[src/rtl/vliw_branch_fetch.sv]
module vliw_branch_fetch #(
  parameter int ADDR_W = 16,
  parameter int SLOT_W = 3,
  parameter int DATA_W = 32,
  parameter logic [ADDR_W-1:0] RESET_VEC = '0
) (
  input  logic                  clk,
  input  logic                  rst,
  input  logic [5*DATA_W-1:0]   pred_file,
  input  logic                  br0_valid,
  input  logic [3:0]            br0_cond,
  input  logic [ADDR_W-1:0]     br0_target,
  input  logic                  br1_valid,
  input  logic [3:0]            br1_cond,
  input  logic [ADDR_W-1:0]     br1_target,
  output logic [ADDR_W-1:0]     fetch_addr,
  output logic [(1<<SLOT_W)-1:0] kill_mask,
  output logic                  pred_err,
  output logic                  both_err
);
  localparam int SLOTS  = 1 << SLOT_W;
  localparam int STAGES = 5;

  function automatic logic cond_true(input logic [3:0] c, input logic [5*DATA_W-1:0] pf);
    logic [DATA_W-1:0] r;
    r = '0;
    case (c[3:1])
      3'd1: r = pf[0*DATA_W +: DATA_W];
      3'd2: r = pf[1*DATA_W +: DATA_W];
      3'd3: r = pf[2*DATA_W +: DATA_W];
      3'd4: r = pf[3*DATA_W +: DATA_W];
      3'd5: r = pf[4*DATA_W +: DATA_W];
      default: r = '0;
    endcase
    if (c[3:1] == 3'd0)      return 1'b1;
    else if (c[3:1] >= 3'd6) return 1'b0;
    else                     return c[0] ? (r == '0) : (r != '0);
  endfunction

  logic rsv0, rsv1, take0, take1, sel_take;
  logic [ADDR_W-1:0] sel_tgt, pc, pc_seq;
  logic [STAGES-1:0] pv;
  logic [ADDR_W-1:0] pt [STAGES];

  assign rsv0     = br0_valid && (br0_cond[3:1] >= 3'd6);
  assign rsv1     = br1_valid && (br1_cond[3:1] >= 3'd6);
  assign take0    = br0_valid && cond_true(br0_cond, pred_file);
  assign take1    = br1_valid && cond_true(br1_cond, pred_file);
  assign sel_take = take0 || take1;
  assign sel_tgt  = take0 ? br0_target : br1_target;
  assign pred_err = rsv0 || rsv1;
  assign both_err = take0 && take1;

  always_ff @(posedge clk) begin
    if (rst) begin
      pv[0] <= 1'b0;
    end else begin
      pv[0] <= sel_take;
    end
    pt[0] <= sel_tgt;
  end

  for (genvar k = 1; k < STAGES; k++) begin : g_stage
    always_ff @(posedge clk) begin
      if (rst) pv[k] <= 1'b0;
      else     pv[k] <= pv[k-1];
      pt[k] <= pt[k-1];
    end
  end

  assign pc_seq = {pc[ADDR_W-1:SLOT_W] + 1'b1, {SLOT_W{1'b0}}};

  always_ff @(posedge clk) begin
    if (rst)                 pc <= RESET_VEC;
    else if (pv[STAGES-1])   pc <= pt[STAGES-1];
    else                     pc <= pc_seq;
  end

  assign fetch_addr = pc;

  for (genvar i = 0; i < SLOTS; i++) begin : g_kill
    assign kill_mask[i] = pc[SLOT_W-1:0] > SLOT_W'(i);
  end
endmodule

[config.mk]
export PLATFORM = sky130hd
export DESIGN_NAME = vliw_branch_fetch
export DESIGN_NICKNAME = d
export VERILOG_FILES = /design/src/rtl/vliw_branch_fetch.sv
export SDC_FILE = /design/constraint.sdc
export NUM_CORES = 1
export LEC_CHECK = 0
export BUFFER_PORTS_ARGS = -buffer_cell sky130_fd_sc_hd__buf_4
export CORE_MARGIN = 1.5
export CORE_UTILIZATION = 44
export DETAILED_ROUTE_END_ITERATION = 8
export HOLD_SLACK_MARGIN = 0.15
export PLACE_DENSITY = 0.9
export REMOVE_ABC_BUFFERS = 1
export SLEW_MARGIN = 20
export SYNTH_ARGS = -nofsm -noshare
export SYNTH_HDL_FRONTEND = slang
export SYNTH_SLANG_ARGS = --single-unit
export TNS_END_PERCENT = 100
[constraint.sdc]
create_clock -name clk -period 5.75 [get_ports clk]
set_input_delay 0.575 -clock clk [delete_from_list [all_inputs] [get_ports clk]]
set_output_delay 0.575 -clock clk [all_outputs]
set_load 0.01 [all_outputs]
Yosys cells after proc, flatten, opt, wreduce, memory -nomap -nowiden. Memory sizes are Yosys's and may differ from the RTL's. Cells that the tools add are included.

Register bits after elaboration: 21. Bits in writable memories: 80. Input port bits: 204. Output and inout port bits: 26. Word-level logic and storage cells: 54. Memories: 1.

Add/subtract/negate cells: 1. Magnitude comparators: 10. Equality and inequality tests: 10. Mux-type cells: 10. Bitwise logic cells: 1. Reduce and logical (&&, ||, !) cells: 14.

Memory list: pt (words 5, bits a word 16, read ports 5, clocked after Yosys merged registers in 0, write ports 5, line 43) `logic [ADDR_W-1:0] pt [STAGES];`.

Operator list (count): case mux 32 bit (5 select lines) (2); logical NOT 32 bit (2); nonzero test 32 bit (2); 2-to-1 mux 16 bit (2); adder 13 x 1 -> 13 bit, second input constant (1); == test 3 x 2 -> 1 bit, second input constant (4); == test 3 bit, second input constant (4); > comparator 3 bit, second input constant (4); == test 3 x 1 -> 1 bit, second input constant (2); greater-or-equal comparator 3 bit, second input constant (2); > comparator 3 x 1 -> 1 bit, second input constant (2); > comparator 3 x 2 -> 1 bit, second input constant (2); logical NOT 3 bit (2); 2-to-1 mux 1 bit (6); logical AND 1 bit (5); logical OR 1 bit (2); OR reduction 2 bit (1); NOT 1 bit (1).

Longest topological paths before layout. Gate-level depths: netlist of the first run.

Word-level depth: 8. Depth in mapped cells: 9.

Worst setup path before layout of the first run. Ideal clock, no wire load.

Kind: in2out. From: input port pred_file[118]. To: output port both_err. Data arrival time: 2631 ps. Data required time: 5175 ps. Slack: 2544 ps. Stages: 7. Buffers on the path: 1. Path through: or4_1 -> o41ai_2 -> a31oi_1 -> o31a_1 -> nor3_4 -> buf_6 -> and3_1.

Cells in the longest elaborated chain, start to end: 7. Elaborated cells on any way between the ends: 15. Classes of those cells: mux: 8; reduce/logical: 7.

RTL lines: start: declaration (line 9) `input logic [5*DATA_W-1:0] pred_file,`; case mux 32 bit (5 select lines) (line 27) `case (c[3:1])`; nonzero test 32 bit or logical NOT 32 bit (tied branches) (line 37) `else return c[0] ? (r == '0) : (r != '0);`; 2-to-1 mux 1 bit (line 37); 2-to-1 mux 1 bit (line 36) `else if (c[3:1] >= 3'd6) return 1'b0;`; 2-to-1 mux 1 bit (line 35) `if (c[3:1] == 3'd0) return 1'b1;`; logical AND 1 bit, on equally long branches (line 47, 48); logical AND 1 bit * (line 52) `assign both_err = take0 && take1;`; end: declaration (line 19) `output logic both_err`.

Every way passes the cells marked *; elsewhere a longest branch is shown, timed or not.

Worst setup path after layout of the first run.
From: input port pred_file[57]. To: output port both_err.

Same word-level chain as after synthesis.

==> impl_results.md, run 1 <==
- Layout cell share with drive strength beyond 1: 0.456
- Unrepaired setup endpoints after global routing: false
- Tot Pwr: 1.50 mW
- Slew Viols, Final: 0
- Dpl cell area: 5520 sq um
- Max Cap Viol: 0
- Vias in the first global route: 3717
- Worst VDD drop: 0.184 mV
- I/O Pins: 230
- Post_cts resized: 0
- Crit path DAT: 3400 ps
- RR Startpoint: fetch_addr[6]$_SDFF_PP0_
- Hold-fix buffers, CTS: 0
- Top cells by area, synth: dfxtp_1, nor2_1, nor4_1
- Syn Inst Count: 363
- Ys flop type: dfxtp_1
- Hold WC Path Type: reg -> reg
- Initial core utilization: 0.455
- Gr usage total: 0.287
- Final worst-path cycle share: 0.692
- Layout Area Growth over Synthesis: 54.4%
- Nets: 797
- Mapped Avg Cell Area: 10.3 sq um
- Iteration-0 DRC count of the detailed router: 237
- Vias per cell: 5.37
- Antenna Violating Nets Remaining: 0
- Row Count: 33
- CP Max Fanout: 17
- Sequential share of the synthesized area: 0.541
- Residual DRC: 0
- Slew HR: 0.335
- Least-Margin Pin Slew: 994 ps
- Synth unique cells: 58
- Die X: 95.2 um
- Clk_lat worst skew: 350 ps
- Pint: 1.18 mW
- Vias: 3773
- Hold Violations, Final: 0
- Leakage: 2.62 nW
- CTS root buf: clkbuf_8
- Number of synthesized register bits: 101
- Clock share of power: 0.347
- Antenna violations before repair: 1
- Sequential power share: 0.515
- Fill cell count: 619
- Die Ht: 95.2 um
- Register area: 2020 sq um
- Mapped cell area: 3740 sq um
- Crit path kind: in -> out
- Total number of H-tree levels: 3
- Maximum clock rate: 251 MHz
- P per Cell Area: 260 nW/um^2
- Post-CTS Setup Bufs: 0
- CP required: 5180 ps
- Clock Skew: 6.67 ps
- Core region area: 8220 sq um
- Switching share of total power: 0.210
- Drt first pass iters: 5
- CTS Buf Count: 9
- Gr ovfl total: 0
- Pin count of the biggest net entering global routing: 21
- Clock transition at path regs: 90 ps
- CTS tree: done
- Area leader, netlist: dfxtp_1
- Setup crit start: pred_file[57]
- Min Clock Period, post-route: 3980 ps
- TNS Setup: 0 ps
- Combinational power share: 0.138
- Final Setup Violations: 0
- CP startpoint kind: input port
- Multi-input gate area: 1630 sq um
- Detailed placement HPWL: 10700 um
- EDFF count, synth: 0
- Ys async rst share: 0
- RePlAce Congestion: 1.02
- I/O Buffers: 228
- Placement Setup Slack: 1750 ps
- Clock sink count: 101
- Crit end category: primary output
- WL/cell: 18.5 um
- Post-route cell area: 5770 sq um
- HP Start: pt[0][18]$_DFF_P_
- Die area: 9060 sq um
- First-pass GRT wire length: 18900 um
- Final WL: 13000 um
- Clock Tree Buf Depth: 2
- Yosys top cell area share: 0.541
- Yosys Warn Count: 0
- Setup WS post-layout: 1770 ps
- Status: finished, final reports clean
- P_sw: 0.316 mW
## critical path: stages
cell	delay, ps
buf_4	110
or4_1	560
nor4_2	260
a31oi_1	170
o2bb2ai_1	180
o31a_1	300
nor3_4	830
and3_1	280
buf_4	130
## synth_stat cells, types with 2 or more instances
master    count
buf_6         2
nor2_1       41
nor3_1       10
and3_1        4
a21oi_1      14
nand4_1       5
o211ai_1      2
and2_1        3
or4_1         7
o41ai_1       3
a21o_1        2
mux2_4        9
a22oi_1       3
nand3_1      10
ha_1          2
dfxtp_1     101
nor4_2        3
nor2b_1       8
nand4b_1      2
or3_1        11
xnor2_1       3
nand2_1      15
mux2i_1       4
or4_4         2
o311ai_0      3
nor4_1       24
o31ai_1       2
o31a_1        2
mux2_2        8
clkbuf_1      7
o21ai_0       9
xor2_1        5
nand2b_1      3
a31oi_1       5
inv_1         6
## registers in the layout, indices dropped and copies added (netlist names)
register,cells
fetch_addr,16
pv,5
pt,80
## power by group through the flow
| stage | registers, mW | clock network [mW] | logic [mW] |
|---|---|---|---|
| after floorplan | 0.783 | 0 | 0.0598 |
| after global placement | 0.785 | 0 | 0.201 |
| after detailed placement | 0.789 | 0 | 0.204 |
| after CTS | 0.773 | 0.531 | 0.205 |
| after global routing | 0.778 | 0.560 | 0.221 |
| final | 0.773 | 0.521 | 0.207 |
## final timing paths
path	endpoint	slack (ps)	cells after the start
setup / recovery	both_err	1770	9
hold reg to reg	pt[0][34]$_DFF_P_	330	0
setup reg to reg	fetch_addr[14]$_SDFF_PP0_	4080	7
hold / removal	pt[0][34]$_DFF_P_	330	0
## layer usage
| metal | vias to the layer above | part of all wire | global-route usage |
|---|---|---|---|
| met4 | 0 | 0.014 | 0.0920 |
| met3 | 20 | 0.091 | 0.0813 |
| met1 | 1730 | 0.41 | 0.358 |
| met5 | - | 0 | 0 |
| li1 | 1795 | - | - |
| met2 | 228 | 0.49 | 0.478 |
## cells in the final DEF (no fill, tap or decap), types with 3 or more instances in the layout
cell       count
nor3_1        10
a22oi_1        3
dfxtp_1      101
a21oi_1       14
or4_1          7
or3_1         11
o41ai_1        3
mux2_2         8
nor2_1        41
bufinv_16      3
a31oi_1        5
and2_1         3
o311ai_0       3
nor4_2         3
buf_4        228
nand2_1       15
nand3_1       10
mux2i_1        4
nand2b_1       3
inv_1          6
nor2b_1        8
and3_1         4
nor4_1        24
o21ai_0        9
mux2_4         9
xnor2_1        3
clkbuf_8      10
nand4_1        5
xor2_1         5
## area by class of cell
cell class              count  share of cell area
diodes                      1            0.000434
clock buffers              10              0.0239
clock inverters             6              0.0189
inverters                   7             0.00455
multi-input cells         244               0.283
flip-flops and latches    101               0.350
well taps                 105              0.0228
repair buffers            228               0.297
## through the flow
| step | hold WS (ps) | utilization | std cells |
|---|---|---|---|
| floorplan | 310 | - | 352 |
| global placement | 311 | 0.672 | 685 |
| detailed placement | 312 | 0.672 | 685 |
| CTS | 328 | 0.702 | 701 |
| global route | 336 | 0.702 | 701 |
| finish | 331 | 0.702 | 702 |
## cells by family after synthesis
logic type,Yosys count,share of synthesized area
other,1,0.00100
DFF,101,0.541
AOI/OAI and AO/OA,57,0.105
muxes,21,0.0710
adders and majority gates,2,0.00669
and+or+nand+nor,155,0.233
buffers and inverters,18,0.0231
xor gates and xnor gates,8,0.0187
Note: power is estimated with default switching activity, not from simulation.
==> run 2, diff against run 1 <==
- CORE_UTILIZATION: 44 -> 39
- PLACE_DENSITY: 0.9 -> 0.85
- clock period: 5.75 -> 3.6 ns (I/O delays scaled with it)
==> impl_results.md, run 2 (same netlist as run 1, synthesis figures left out) <==
- Switching share of total power: 0.226 (+0.0153)
- Final Util: 0.617 (-0.0855)
- Setup crit start: pred_file[57]
- Die Ht: 101 um (+6.0%)
- CTS tree: done
- Die area: 10200 sq um (+12%)
- Crit path kind: in -> out
- Combinational power share: 0.152 (+0.014)
- Slew HR: 0.466 (+0.130)
- Vias: 3595 (-4.7%)
- Unrepaired setup endpoints after global routing: false
- Core region area: 9280 sq um (+13%)
- Clock transition at path regs: 80 ps (about the same)
- RR Startpoint: pv[4]$_SDFF_PP0_
- Slew Viols, Final: 0 (unchanged)
- Die X: 101 um (+6.0%)
- Clk_lat worst skew: 360 ps (about the same)
- Nets: 798 (+0.13%)
- Residual DRC: 0 (unchanged)
- Commonest cells after routing, fill and taps aside: buf_4, dfxtp_1, nor2_1
- CP required: 3240 ps (-1940 ps)
- Final worst-path cycle share: 0.863
- Commonest non-fill, non-tap cell in the layout: buf_4
- Max Used Layer: met4
- Layout Area Growth over Synthesis: 53.2%
- Clock Tree Buf Depth: 2 (unchanged)
- Detailed placement HPWL: 10300 um (-3.5%)
- Leakage: 2.59 nW (-1.3%)
- Antenna Violating Nets Remaining: 0 (unchanged)
- Antenna violations before repair: 0 (-1)
- Max FFs per register: 80 (unchanged)
- R2R depth: 3 (-4)
- Sequential power share: 0.570 (+0.055)
- TNS Setup: 0 ps (unchanged)
- Hold-fix buffers, CTS: 0 (unchanged)
- CTS root buf: clkbuf_8
- Reg with most FFs: pt
- Fill cell count: 769 (+24%)
- Least-Margin Pin Slew: 792 ps (-202 ps)
- Drt first pass iters: 4 (-1)
- Pint: 1.67 mW (+41%)
- Hold Violations, Final: 0 (unchanged)
- Iteration-0 DRC count of the detailed router: 184 (-22%)
- Row Count: 35 (+6.1%)
- CP Max Fanout: 2 (-15)
- Initial core utilization: 0.403 (-0.0523)
- Final WL: 12500 um (-3.5%)
- Post_cts resized: 0 (unchanged)
- Worst VDD drop: 0.197 mV (+7.3%)
- Vias in the first global route: 3694 (-0.62%)
- Status: finished, final reports clean
- Gr ovfl total: 0 (unchanged)
- Clock Skew: 12.0 ps (+5.33 ps)
- CP startpoint kind: input port
- Max Cap Viol: 0 (unchanged)
- Layout cell share with drive strength beyond 1: 0.456 (unchanged)
- Clock share of power: 0.278 (-0.069)
- Hold WC Path Type: in -> reg
- P per Cell Area: 377 nW/um^2 (+45%)
- CTS Buf Count: 9 (unchanged)
- HP Start: br1_target[11]
- Pin count of the biggest net entering global routing: 21 (unchanged)
- Maximum clock rate: 322 MHz
- First-pass GRT wire length: 19100 um (+1.1%)
- Hold WS: 224 ps (-107 ps)
- I/O Buffers: 228 (unchanged)
- Routed wl met2: 6160 um (-2.1%)
- Post-CTS Setup Bufs: 0 (unchanged)
- Met3 WL: 877 um (-25%)
- Total number of H-tree levels: 3 (unchanged)
- P_sw: 0.488 mW (+55%)
- Crit path DAT: 2750 ps (-650 ps)
- I/O Pins: 230 (unchanged)
- Final Setup Violations: 0 (unchanged)
- Clock sink count: 101 (unchanged)
- Hold depth: 2 (+2)
- Gr usage total: 0.252 (-0.0351)
- Vias per cell: 4.95 (-7.9%)
- Crit end category: primary output
- Min Clock Period, post-route: 3110 ps
- Metal1 wirelength: 5190 um (-2.2%)
- RePlAce Congestion: 0.858 (-16%)
- WL/cell: 17.2 um (-6.7%)
[run 2: changes by cell type in the layout (fill, tap and decap cells not counted), sizes merged]
cell      previous run  this run
inv                  7         6
bufinv               3         0
buf                228       229
clkinv               3         5
clkinvlp             0         1
[run 2: critical path, cell delays in order]
cell	delay [ps]
buf_4	110
or4_1	560
nor4_2	240
a22oi_1	190
a21bo_2	250
nor4_1	300
mux2_2	390
and3_1	200
buf_4	160
[run 2: layout make-up]
type / instances / area (sq um) / area share
sequential: 101 / 2020 / 0.353
timing repair buffer: 229 / 1720 / 0.300
multi-input combinational: 244 / 1630 / 0.285
tap: 129 / 161 / 0.0282
clock buffer: 10 / 138 / 0.0240
clock inverter: 5 / 27.5 / 0.00481
inverter: 7 / 26.3 / 0.00459
antenna: 1 / 2.50 / 0.000437
[run 2: worst paths after layout]
kind,end,slack [ps]
setup / recovery,both_err,490
hold / removal,pt[0][11]$_DFF_P_,220
setup reg to reg,fetch_addr[12]$_SDFF_PP0_,1950
hold reg to reg,pt[0][38]$_DFF_P_,320
[run 2: power by group through the flow]
| stage | sequential (mW) | combinational (mW) | clock (mW) |
|---|---|---|---|
| after floorplan | 1.25 | 0.0955 | 0 |
| after detailed placement | 1.26 | 0.325 | 0 |
| after CTS | 1.23 | 0.328 | 0.617 |
| final | 1.23 | 0.328 | 0.601 |
| after global routing | 1.24 | 0.353 | 0.674 |
| after global placement | 1.25 | 0.321 | 0 |
[run 2: routing by layer]
layer,vias up,track usage
met5,-,0
met4,0,0.0716
met3,22,0.0624
met2,175,0.427
met1,1607,0.320
li1,1791,-
[run 2: metrics by stage]
step	area, sq um	worst slack (ps)	power, mW	instances
global placement	5560	545	1.58	710
floorplan	3680	632	1.35	352
detailed placement	5560	526	1.58	710
CTS	5720	508	2.18	725
finish	5730	492	2.16	726
global route	5720	398	2.27	725
